===== src/rtl/pa_rights_pkg.sv =====
package pa_rights_pkg;

  typedef enum logic [1:0] {
    ACC_NONE  = 2'd0,
    ACC_READ  = 2'd1,
    ACC_WRITE = 2'd2,
    ACC_EXEC  = 2'd3
  } acc_kind_e;

  typedef enum logic [3:0] {
    FLT_NONE   = 4'd0,
    FLT_PID    = 4'd1,
    FLT_IPROT  = 4'd2,
    FLT_RIGHTS = 4'd3,
    FLT_DIRTY  = 4'd4,
    FLT_BREAK  = 4'd5,
    FLT_REF    = 4'd6
  } fault_e;

  localparam int MB_R = 0;
  localparam int MB_W = 1;
  localparam int MB_X = 2;

  // Rights granted by the privilege window alone, packed {x,w,r}.
  function automatic logic [2:0] window_rights(input logic [1:0] lvl,
                                               input logic [1:0] hi_bound,
                                               input logic [1:0] lo_bound);
    logic [2:0] w;
    w[MB_R] = (lvl <= hi_bound);
    w[MB_W] = (lvl <= lo_bound);
    w[MB_X] = (lo_bound <= lvl) && (lvl <= hi_bound);
    return w;
  endfunction

  // Rights a page type is able to grant, packed {x,w,r}.
  function automatic logic [2:0] type_allow(input logic [2:0] ptype);
    logic [2:0] a;
    case (ptype)
      3'd0:    a = 3'b001;
      3'd1:    a = 3'b011;
      3'd2:    a = 3'b101;
      3'd3:    a = 3'b111;
      default: a = 3'b100;
    endcase
    return a;
  endfunction

  // Mask bit requested by an access kind (zero for none).
  function automatic logic [2:0] kind_bit(input acc_kind_e k);
    logic [2:0] b;
    case (k)
      ACC_READ:  b = 3'b001;
      ACC_WRITE: b = 3'b010;
      ACC_EXEC:  b = 3'b100;
      default:   b = 3'b000;
    endcase
    return b;
  endfunction

endpackage


===== src/rtl/pa_rights_decode.sv =====
module pa_rights_decode
  import pa_rights_pkg::*;
(
  input  logic [1:0] priv,
  input  logic [1:0] pl1,
  input  logic [1:0] pl2,
  input  logic [2:0] ptype,
  output logic [2:0] base_mask
);
  logic [2:0] win;

  always_comb begin
    win       = window_rights(priv, pl1, pl2);
    base_mask = win & type_allow(ptype);
  end
endmodule


===== src/rtl/pa_pid_matcher.sv =====
module pa_pid_matcher #(
  parameter int AID_W   = 18,
  parameter int NUM_PID = 4
) (
  input  logic                           prot_en,
  input  logic [AID_W-1:0]               aid,
  input  logic [NUM_PID*(AID_W+1)-1:0]   pid_regs,
  output logic                           hit
);
  localparam int PID_W = AID_W + 1;

  logic [PID_W-1:0]   key;
  logic [NUM_PID-1:0] eq;

  assign key = {aid, 1'b1};

  for (genvar i = 0; i < NUM_PID; i++) begin : g_cmp
    assign eq[i] = (pid_regs[i*PID_W +: PID_W] == key);
  end

  assign hit = prot_en && (aid != '0) && (|eq);
endmodule


===== src/rtl/pa_fault_resolve.sv =====
module pa_fault_resolve
  import pa_rights_pkg::*;
(
  input  acc_kind_e  kind,
  input  logic [2:0] mask_in,
  input  logic       pid_hit,
  input  logic       bit_d,
  input  logic       bit_b,
  input  logic       bit_t,
  output logic [2:0] mask_out,
  output fault_e     code
);
  always_comb begin
    mask_out = mask_in;
    code     = FLT_NONE;
    if (pid_hit && kind == ACC_WRITE) begin
      code = FLT_PID;
    end else if (kind == ACC_NONE) begin
      code = FLT_NONE;
    end else if ((mask_in & kind_bit(kind)) == 3'b000) begin
      code = (kind == ACC_EXEC) ? FLT_IPROT : FLT_RIGHTS;
    end else begin
      // lowest priority first; later stages overwrite the code
      if (!bit_d) begin
        if (kind == ACC_WRITE) code = FLT_DIRTY;
        mask_out[MB_W] = 1'b0;
      end
      if (bit_b) begin
        if (kind == ACC_WRITE) code = FLT_BREAK;
        mask_out[MB_W] = 1'b0;
      end
      if (bit_t) begin
        if (kind != ACC_EXEC) code = FLT_REF;
        mask_out = mask_out & 3'b100;
      end
    end
  end

  always_comb begin
    if (code == FLT_IPROT)
      a_r6_iprot_exec_only : assert (kind == ACC_EXEC)
        else $error("instruction-protection fault on a non-execute access");
    if (code == FLT_REF)
      a_r8_ref_exec_mask : assert (mask_out[1:0] == 2'b00)
        else $error("reference fault left read or write rights");
  end
endmodule


===== src/rtl/pa_rights_check.sv =====
module pa_rights_check
  import pa_rights_pkg::*;
#(
  parameter int ADDR_W    = 32,
  parameter int PAGE_BITS = 12,
  parameter int AID_W     = 18,
  parameter int NUM_PID   = 4
) (
  input  logic                           phys_mode,
  input  logic                           prot_en,
  input  logic [1:0]                     priv,
  input  logic [1:0]                     acc_kind,
  input  logic [ADDR_W-1:0]              vaddr,
  input  logic [ADDR_W-PAGE_BITS-1:0]    ent_ppn,
  input  logic [AID_W-1:0]               ent_aid,
  input  logic [1:0]                     ent_pl1,
  input  logic [1:0]                     ent_pl2,
  input  logic [2:0]                     ent_type,
  input  logic                           ent_b,
  input  logic                           ent_d,
  input  logic                           ent_t,
  input  logic [NUM_PID*(AID_W+1)-1:0]   pid_regs,
  output logic [ADDR_W-1:0]              paddr,
  output logic [2:0]                     perm_mask,
  output logic                           fault_valid,
  output logic [3:0]                     fault_code
);
  localparam int PPN_W = ADDR_W - PAGE_BITS;

  // named internal events
  logic [2:0]  base_mask;
  logic        pid_hit;
  logic [2:0]  pid_mask;
  logic [2:0]  final_mask;
  fault_e      xlat_code;
  acc_kind_e   kind;
  logic [ADDR_W-1:0] xlat_addr;

  assign kind = acc_kind_e'(acc_kind);

  pa_rights_decode u_decode (
    .priv      (priv),
    .pl1       (ent_pl1),
    .pl2       (ent_pl2),
    .ptype     (ent_type),
    .base_mask (base_mask)
  );

  pa_pid_matcher #(.AID_W(AID_W), .NUM_PID(NUM_PID)) u_pid (
    .prot_en  (prot_en),
    .aid      (ent_aid),
    .pid_regs (pid_regs),
    .hit      (pid_hit)
  );

  assign pid_mask = pid_hit ? (base_mask & 3'b101) : base_mask;

  pa_fault_resolve u_resolve (
    .kind     (kind),
    .mask_in  (pid_mask),
    .pid_hit  (pid_hit),
    .bit_d    (ent_d),
    .bit_b    (ent_b),
    .bit_t    (ent_t),
    .mask_out (final_mask),
    .code     (xlat_code)
  );

  assign xlat_addr = {ent_ppn[PPN_W-1:0], vaddr[PAGE_BITS-1:0]};

  always_comb begin
    if (phys_mode) begin
      paddr      = vaddr;
      perm_mask  = 3'b111;
      fault_code = FLT_NONE;
    end else begin
      paddr      = xlat_addr;
      perm_mask  = final_mask;
      fault_code = xlat_code;
    end
    fault_valid = (fault_code != FLT_NONE);
  end

  always_comb begin
    if (phys_mode)
      a_r1_phys_full : assert (perm_mask == 3'b111 && !fault_valid && paddr == vaddr)
        else $error("physical mode did not pass through");
    if (!phys_mode && pid_hit)
      a_r4_pid_no_write : assert (!perm_mask[MB_W])
        else $error("protection-id hit left write rights");
    if (kind == ACC_NONE)
      a_r5_none_quiet : assert (!fault_valid)
        else $error("access of kind none raised a fault");
  end
endmodule


===== config.mk =====
export PLATFORM = sky130hd
export DESIGN_NAME = pa_rights_check
export DESIGN_NICKNAME = d
export VERILOG_FILES = /design/src/rtl/pa_rights_pkg.sv /design/src/rtl/pa_rights_decode.sv /design/src/rtl/pa_pid_matcher.sv /design/src/rtl/pa_fault_resolve.sv /design/src/rtl/pa_rights_check.sv
export SDC_FILE = /design/constraint.sdc
export NUM_CORES = 1
export LEC_CHECK = 0
export BUFFER_PORTS_ARGS = -buffer_cell sky130_fd_sc_hd__buf_2
export CORE_MARGIN = 2
export CORE_UTILIZATION = 30
export DETAILED_ROUTE_END_ITERATION = 10
export PLACE_DENSITY = 0.76
export SYNTH_ARGS = -nofsm -noshare
export SYNTH_HDL_FRONTEND = slang
export SYNTH_HIERARCHICAL = 1
export SYNTH_SLANG_ARGS = --single-unit

===== constraint.sdc =====
create_clock -name vclk -period 2.81
set_input_delay 0.562 -clock vclk [all_inputs]
set_output_delay 0.562 -clock vclk [all_outputs]
set_load 0.03 [all_outputs]

Yosys cells after proc, flatten, opt, wreduce, memory -nomap -nowiden
Index checks and enable logic that the tools add are counted.

Input bits: 162. Logic and storage cells: 50. Register bits after elaboration: 0.

Equality and inequality tests: 11. Reduce and logical (&&, ||, !) cells: 10. Bitwise gates (word level): 2. Muxes and demuxes: 24. Magnitude comparators: 3.

Operator list (count): 19-bit == test (4); 4-bit two-way mux (9); 32-bit two-way mux (1); 18-bit nonzero test (1); 3-bit two-way mux (4); 3-bit one-hot mux with 4 select lines (1); 2-bit two-way mux (5); 3-bit one-hot mux with 3 select lines (1); 3-bit bitwise AND (2); 3-bit by 2-bit == test with 1-bit output, second input constant (2); 2-bit less-or-equal comparator (3); 3-bit logical NOT (2); 2-bit == test, second input constant (2); 1-bit logical AND (4); 4-bit nonzero test (1); 4-bit OR reduction (1); 3-bit by 1-bit == test with 1-bit output, second input constant (1); 1-bit two-way mux (3); 2-bit by 1-bit == test with 1-bit output, second input constant (1); 2-bit logical NOT (1); 2-bit inequality test, second input constant (1).

Longest topological paths before layout
Depth after elaboration: 12. Depth in mapped cells: 11. Mapped depth without buffers: 10.

Hierarchy
Netlist, hierarchy kept.

Modules (own cells, without submodules): pa_pid_matcher (cells each 122, area each 958.4 µm², times used 1); pa_rights_check (cells each 45, area each 462.9 µm², times used 1); pa_fault_resolve (cells each 23, area each 176.4 µm², times used 1); pa_rights_decode (cells each 18, area each 145.1 µm², times used 1).

Worst setup path before layout
OpenSTA, ideal clock, no wires.

Path type: input to output. From: input port ent_aid[0]. To: output port fault_code[2]. Stages: 8. Arrival: 2.624 ns. Slack: -0.376 ns. Cell sequence: buf_6 -> or4_4 -> o41ai_2 -> a31oi_1 -> nor2b_1 -> a22oi_2 -> nor3_1 -> nor2b_1.

Cells in the longest elaborated chain, start to end: 10.

RTL lines: start, declared (RTL line pa_rights_check.sv:15) `input logic [AID_W-1:0] ent_aid,`; 19-bit == test / 18-bit nonzero test (equally long branches) (RTL line pa_pid_matcher.sv:18, pa_pid_matcher.sv:21); 4-bit OR reduction / 1-bit logical AND (equally long branches) (RTL line pa_pid_matcher.sv:21) `assign hit = prot_en && (aid != '0) && (|eq);`; 1-bit logical AND (*) (RTL line pa_pid_matcher.sv:21); named net pid_hit (RTL line pa_rights_check.sv:32) `logic pid_hit;`; 2-bit two-way mux (*) (RTL line pa_rights_check.sv:56) `assign pid_mask = pid_hit ? (base_mask & 3'b101) : base_mask;`; named net pid_mask[1] (RTL line pa_rights_check.sv:33) `logic [2:0] pid_mask;`; 3-bit bitwise AND (*) (RTL line pa_fault_resolve.sv:20) `end else if ((mask_in & kind_bit(kind)) == 3'b000) begin`; 3-bit logical NOT (*) (RTL line pa_fault_resolve.sv:20); 4-bit two-way mux (*) (RTL line pa_fault_resolve.sv:20); 4-bit two-way mux (*) (RTL line pa_fault_resolve.sv:18) `end else if (kind == ACC_NONE) begin`; 4-bit two-way mux (*) (RTL line pa_fault_resolve.sv:16) `if (pid_hit && kind == ACC_WRITE) begin`; named net xlat_code[2] (RTL line pa_rights_check.sv:35) `fault_e xlat_code;`; 4-bit two-way mux (*) (RTL line pa_rights_check.sv:72) `if (phys_mode) begin`; end, declared (RTL line pa_rights_check.sv:26) `output logic [3:0] fault_code`.

Mark *: on every way through the listed nets, which the timed path passes. The rest lies on a longest branch.

Worst setup path after layout
From: input port ent_aid[10]. To: output port fault_valid.

Cells in the longest elaborated chain, start to end: 11.

RTL lines: 19-bit == test / 18-bit nonzero test (equally long branches) (RTL line pa_pid_matcher.sv:18, pa_pid_matcher.sv:21); 4-bit OR reduction / 1-bit logical AND (equally long branches) (RTL line pa_pid_matcher.sv:21); 1-bit logical AND (*) (RTL line pa_pid_matcher.sv:21); named net pid_hit (RTL line pa_rights_check.sv:32); 2-bit two-way mux (RTL line pa_rights_check.sv:56); 3-bit bitwise AND (RTL line pa_fault_resolve.sv:20); 3-bit logical NOT (RTL line pa_fault_resolve.sv:20); 4-bit two-way mux (RTL line pa_fault_resolve.sv:20); 4-bit two-way mux (RTL line pa_fault_resolve.sv:18); 4-bit two-way mux (*) (RTL line pa_fault_resolve.sv:16); named net xlat_code[0] (RTL line pa_rights_check.sv:35); 4-bit two-way mux (*) (RTL line pa_rights_check.sv:72); 4-bit nonzero test (*) (RTL line pa_rights_check.sv:81) `fault_valid = (fault_code != FLT_NONE);`; end, declared (RTL line pa_rights_check.sv:25) `output logic fault_valid,`.

Marked as above.

==> summary.txt <==
Hold path
  • Hold crit path type: in -> out

Floorplan
  • Site Rows: 27
  • Core ar.: 5570 µm²
  • Initial core utilization: 31.3%
  • Ports: 202
  • Die area: 6440 µm²
  • Die Height: 80.2 µm
  • Die X: 80.2 µm

Logic synthesis
  • Synth area leaders: xnor2_1, mux2_4, nand4_1, buf_4, mux2_2
  • Mapped Cells: 208
  • Synth area leader: xnor2_1
  • Syn Nets: 374
  • Post-Syn Area: 1740 µm²
  • Warnings, synthesis: 6
  • Yosys cell types: 39
  • Post-synth top cells: xnor2_1, nand4_1, buf_2, buf_4, mux2_4
  • Mean Syn Cell Area: 8.38 µm²
  • Top cell type's share of synthesized area: 33.2%
  • Register area share after synthesis: 0%
  • Most frequent cell after synthesis: xnor2_1

Pwr
  • Leakage: 1.59 nW
  • P_int: 0.320 mW
  • Combinational Power Share: 100.0%
  • Switching share of total power: 46.3%
  • NetSw: 0.275 mW
  • Seq pwr share: 0%
  • Clock Power Share: 0%
  • P per Cell Area: 183 nW/µm²
  • Maximum VDD drop: 0.103 mV

Drt
  • WL/cell: 16.2 µm
  • Drt pass-1 iters: 4
  • Drt drc: 0
  • Vias: 2130
  • Vias/cell: 4.83
  • Antenna Violating Nets Remaining: 0
  • DRT iter0 DRCs: 161
  • Final wirelength: 7.14 mm

Layout
  • Clkbuf count: 0
  • Final #Nets: 537
  • Multi-input gate area: 1910 µm²
  • Layout cells sized above 1: 77.2%
  • Synth-to-layout area growth: 86.1%
  • Seq cells: 0
  • Fin cells: 441
  • Ant diodes: 0
  • Filler cells: 487
  • Final core occ: 58.2%
  • Storage cell area: 0 µm²

Placed design
  • Dpl ws: -672 ps
  • Placed insts: 439
  • IO buf count: 177
  • GP Congestion: 0.870
  • DP Wirelength: 5.80 mm

STA
  • Post-route minimum period: 3260 ps
  • Final setup fails: 6
  • Max frequency: 0.306 GHz
  • Final Cycle Share: 116%
  • Fin Setup TNS: -1960 ps
  • Worst Tran Pin Value: 615 ps
  • Final WS setup: -454 ps
  • RSZ-0062 raised after global routing: yes
  • Slew Viols, Final: 0
  • Final Hold Vio Count: 0
  • Worst hold slack: 1120 ps
  • Slew HR: 58.9%

Job
  • Max Cap Viol: 0

Global routing
  • Grt ovf: 0
  • Pin count of the biggest net entering global routing: 25
  • Vias in the first global route: 2131
  • Global-route wire length before repair: 9.92 mm
  • Antenna violations before repair: 0
  • GRT Total Usage: 19.4%

Worst setup path
  • Critical path class: in -> out
  • CP Data Required Time: 2250 ps
  • Critical path data arrival time: 2700 ps
  • Critical path capture point type: output port
  • Largest fanout on the critical path: 5
  • Worst Setup Start Kind: input pin

Run status
  • Status: complete, but fails checks
  • Failing checks: setup timing

CTS
  • Hold-fix buffers, CTS: 0
==> repair_timing <==
action                                  in CTS  in global routing
endpoints found under the setup margin       6                  6
pin swaps                                   32                 21
resized for setup                           51                 48
buffers inserted                             1                  1
==> metrics by stage <==
step           total power [mW]  instance area (µm²)
6_report                  0.595                 3240
5_1_grt                   0.632                 3240
4_1_cts                   0.545                 2980
3_5_place_dp              0.500                 2730
3_3_place_gp              0.493                 2730
2_1_floorplan             0.364                 1940
==> path summary, 6_finish.rpt <==
path | slack [ps] | cells after the start | start | endpoint
max | -450 | 14 | ent_aid[10] | fault_valid
min | 1120 | 0 | vaddr[0] | paddr[0]
==> routing by layer <==
layer  vias up  GRT usage (%)  routed length (µm)
li1       1032              -                   -
met1      1005           25.7                2860
met2        87           35.4                3790
met3         6           1.35                 432
met4         0           1.86                  56
met5         -              0                   0
==> critical path, cell delays in order <==
cell     delay [ps]
buf_12          120
xnor2_2         180
nand4_1         160
nor4_2          310
nand4_1         120
a31oi_1         210
buf_4           170
buf_4           110
inv_2            30
a311o_1         350
o21ai_2          80
nor4_2           70
nor2_2          100
buf_6           140
==> power groups by stage <==
stage	registers [mW]	logic, mW	clock network (mW)
after floorplan	0	0.364	0
final	0	0.595	0
after CTS	0	0.545	0
after global routing	0	0.632	0
after detailed placement	0	0.500	0
after global placement	0	0.493	0
==> layout by cell type, fill, tap and decap left out, drive strengths merged, types with 3 or more instances in the layout <==
cell | Yosys | final
or2 | 3 | 3
xnor2 | 66 | 66
nor2b | 9 | 9
nor3 | 4 | 4
nor2 | 4 | 4
nand2b | 3 | 3
clkbuf | 0 | 4
mux2 | 21 | 21
inv | 6 | 6
xor2 | 6 | 6
nor4 | 8 | 8
nand4 | 18 | 18
ha | 4 | 4
buf | 35 | 192
==> cell families (layout without fill, tap and decap cells) <==
family	Yosys count	count (layout)	share of synthesized area (%)
AOI/OAI and AO/OA	16	16	8.33
xor gates and xnor gates	72	72	36.2
adders and majority gates	4	4	2.87
buffers and inverters	41	202	16.4
muxes	21	21	16.4
other	1	1	0.215
and+or+nand+nor	53	53	19.7
==> cell type report <==
cell class | instances | area share, %
multi-input cells | 167 | 58.9
repair buffers | 196 | 37.7
well taps | 72 | 2.78
inverters | 6 | 0.694
No activity file was read; power rests on OpenSTA's default activity.
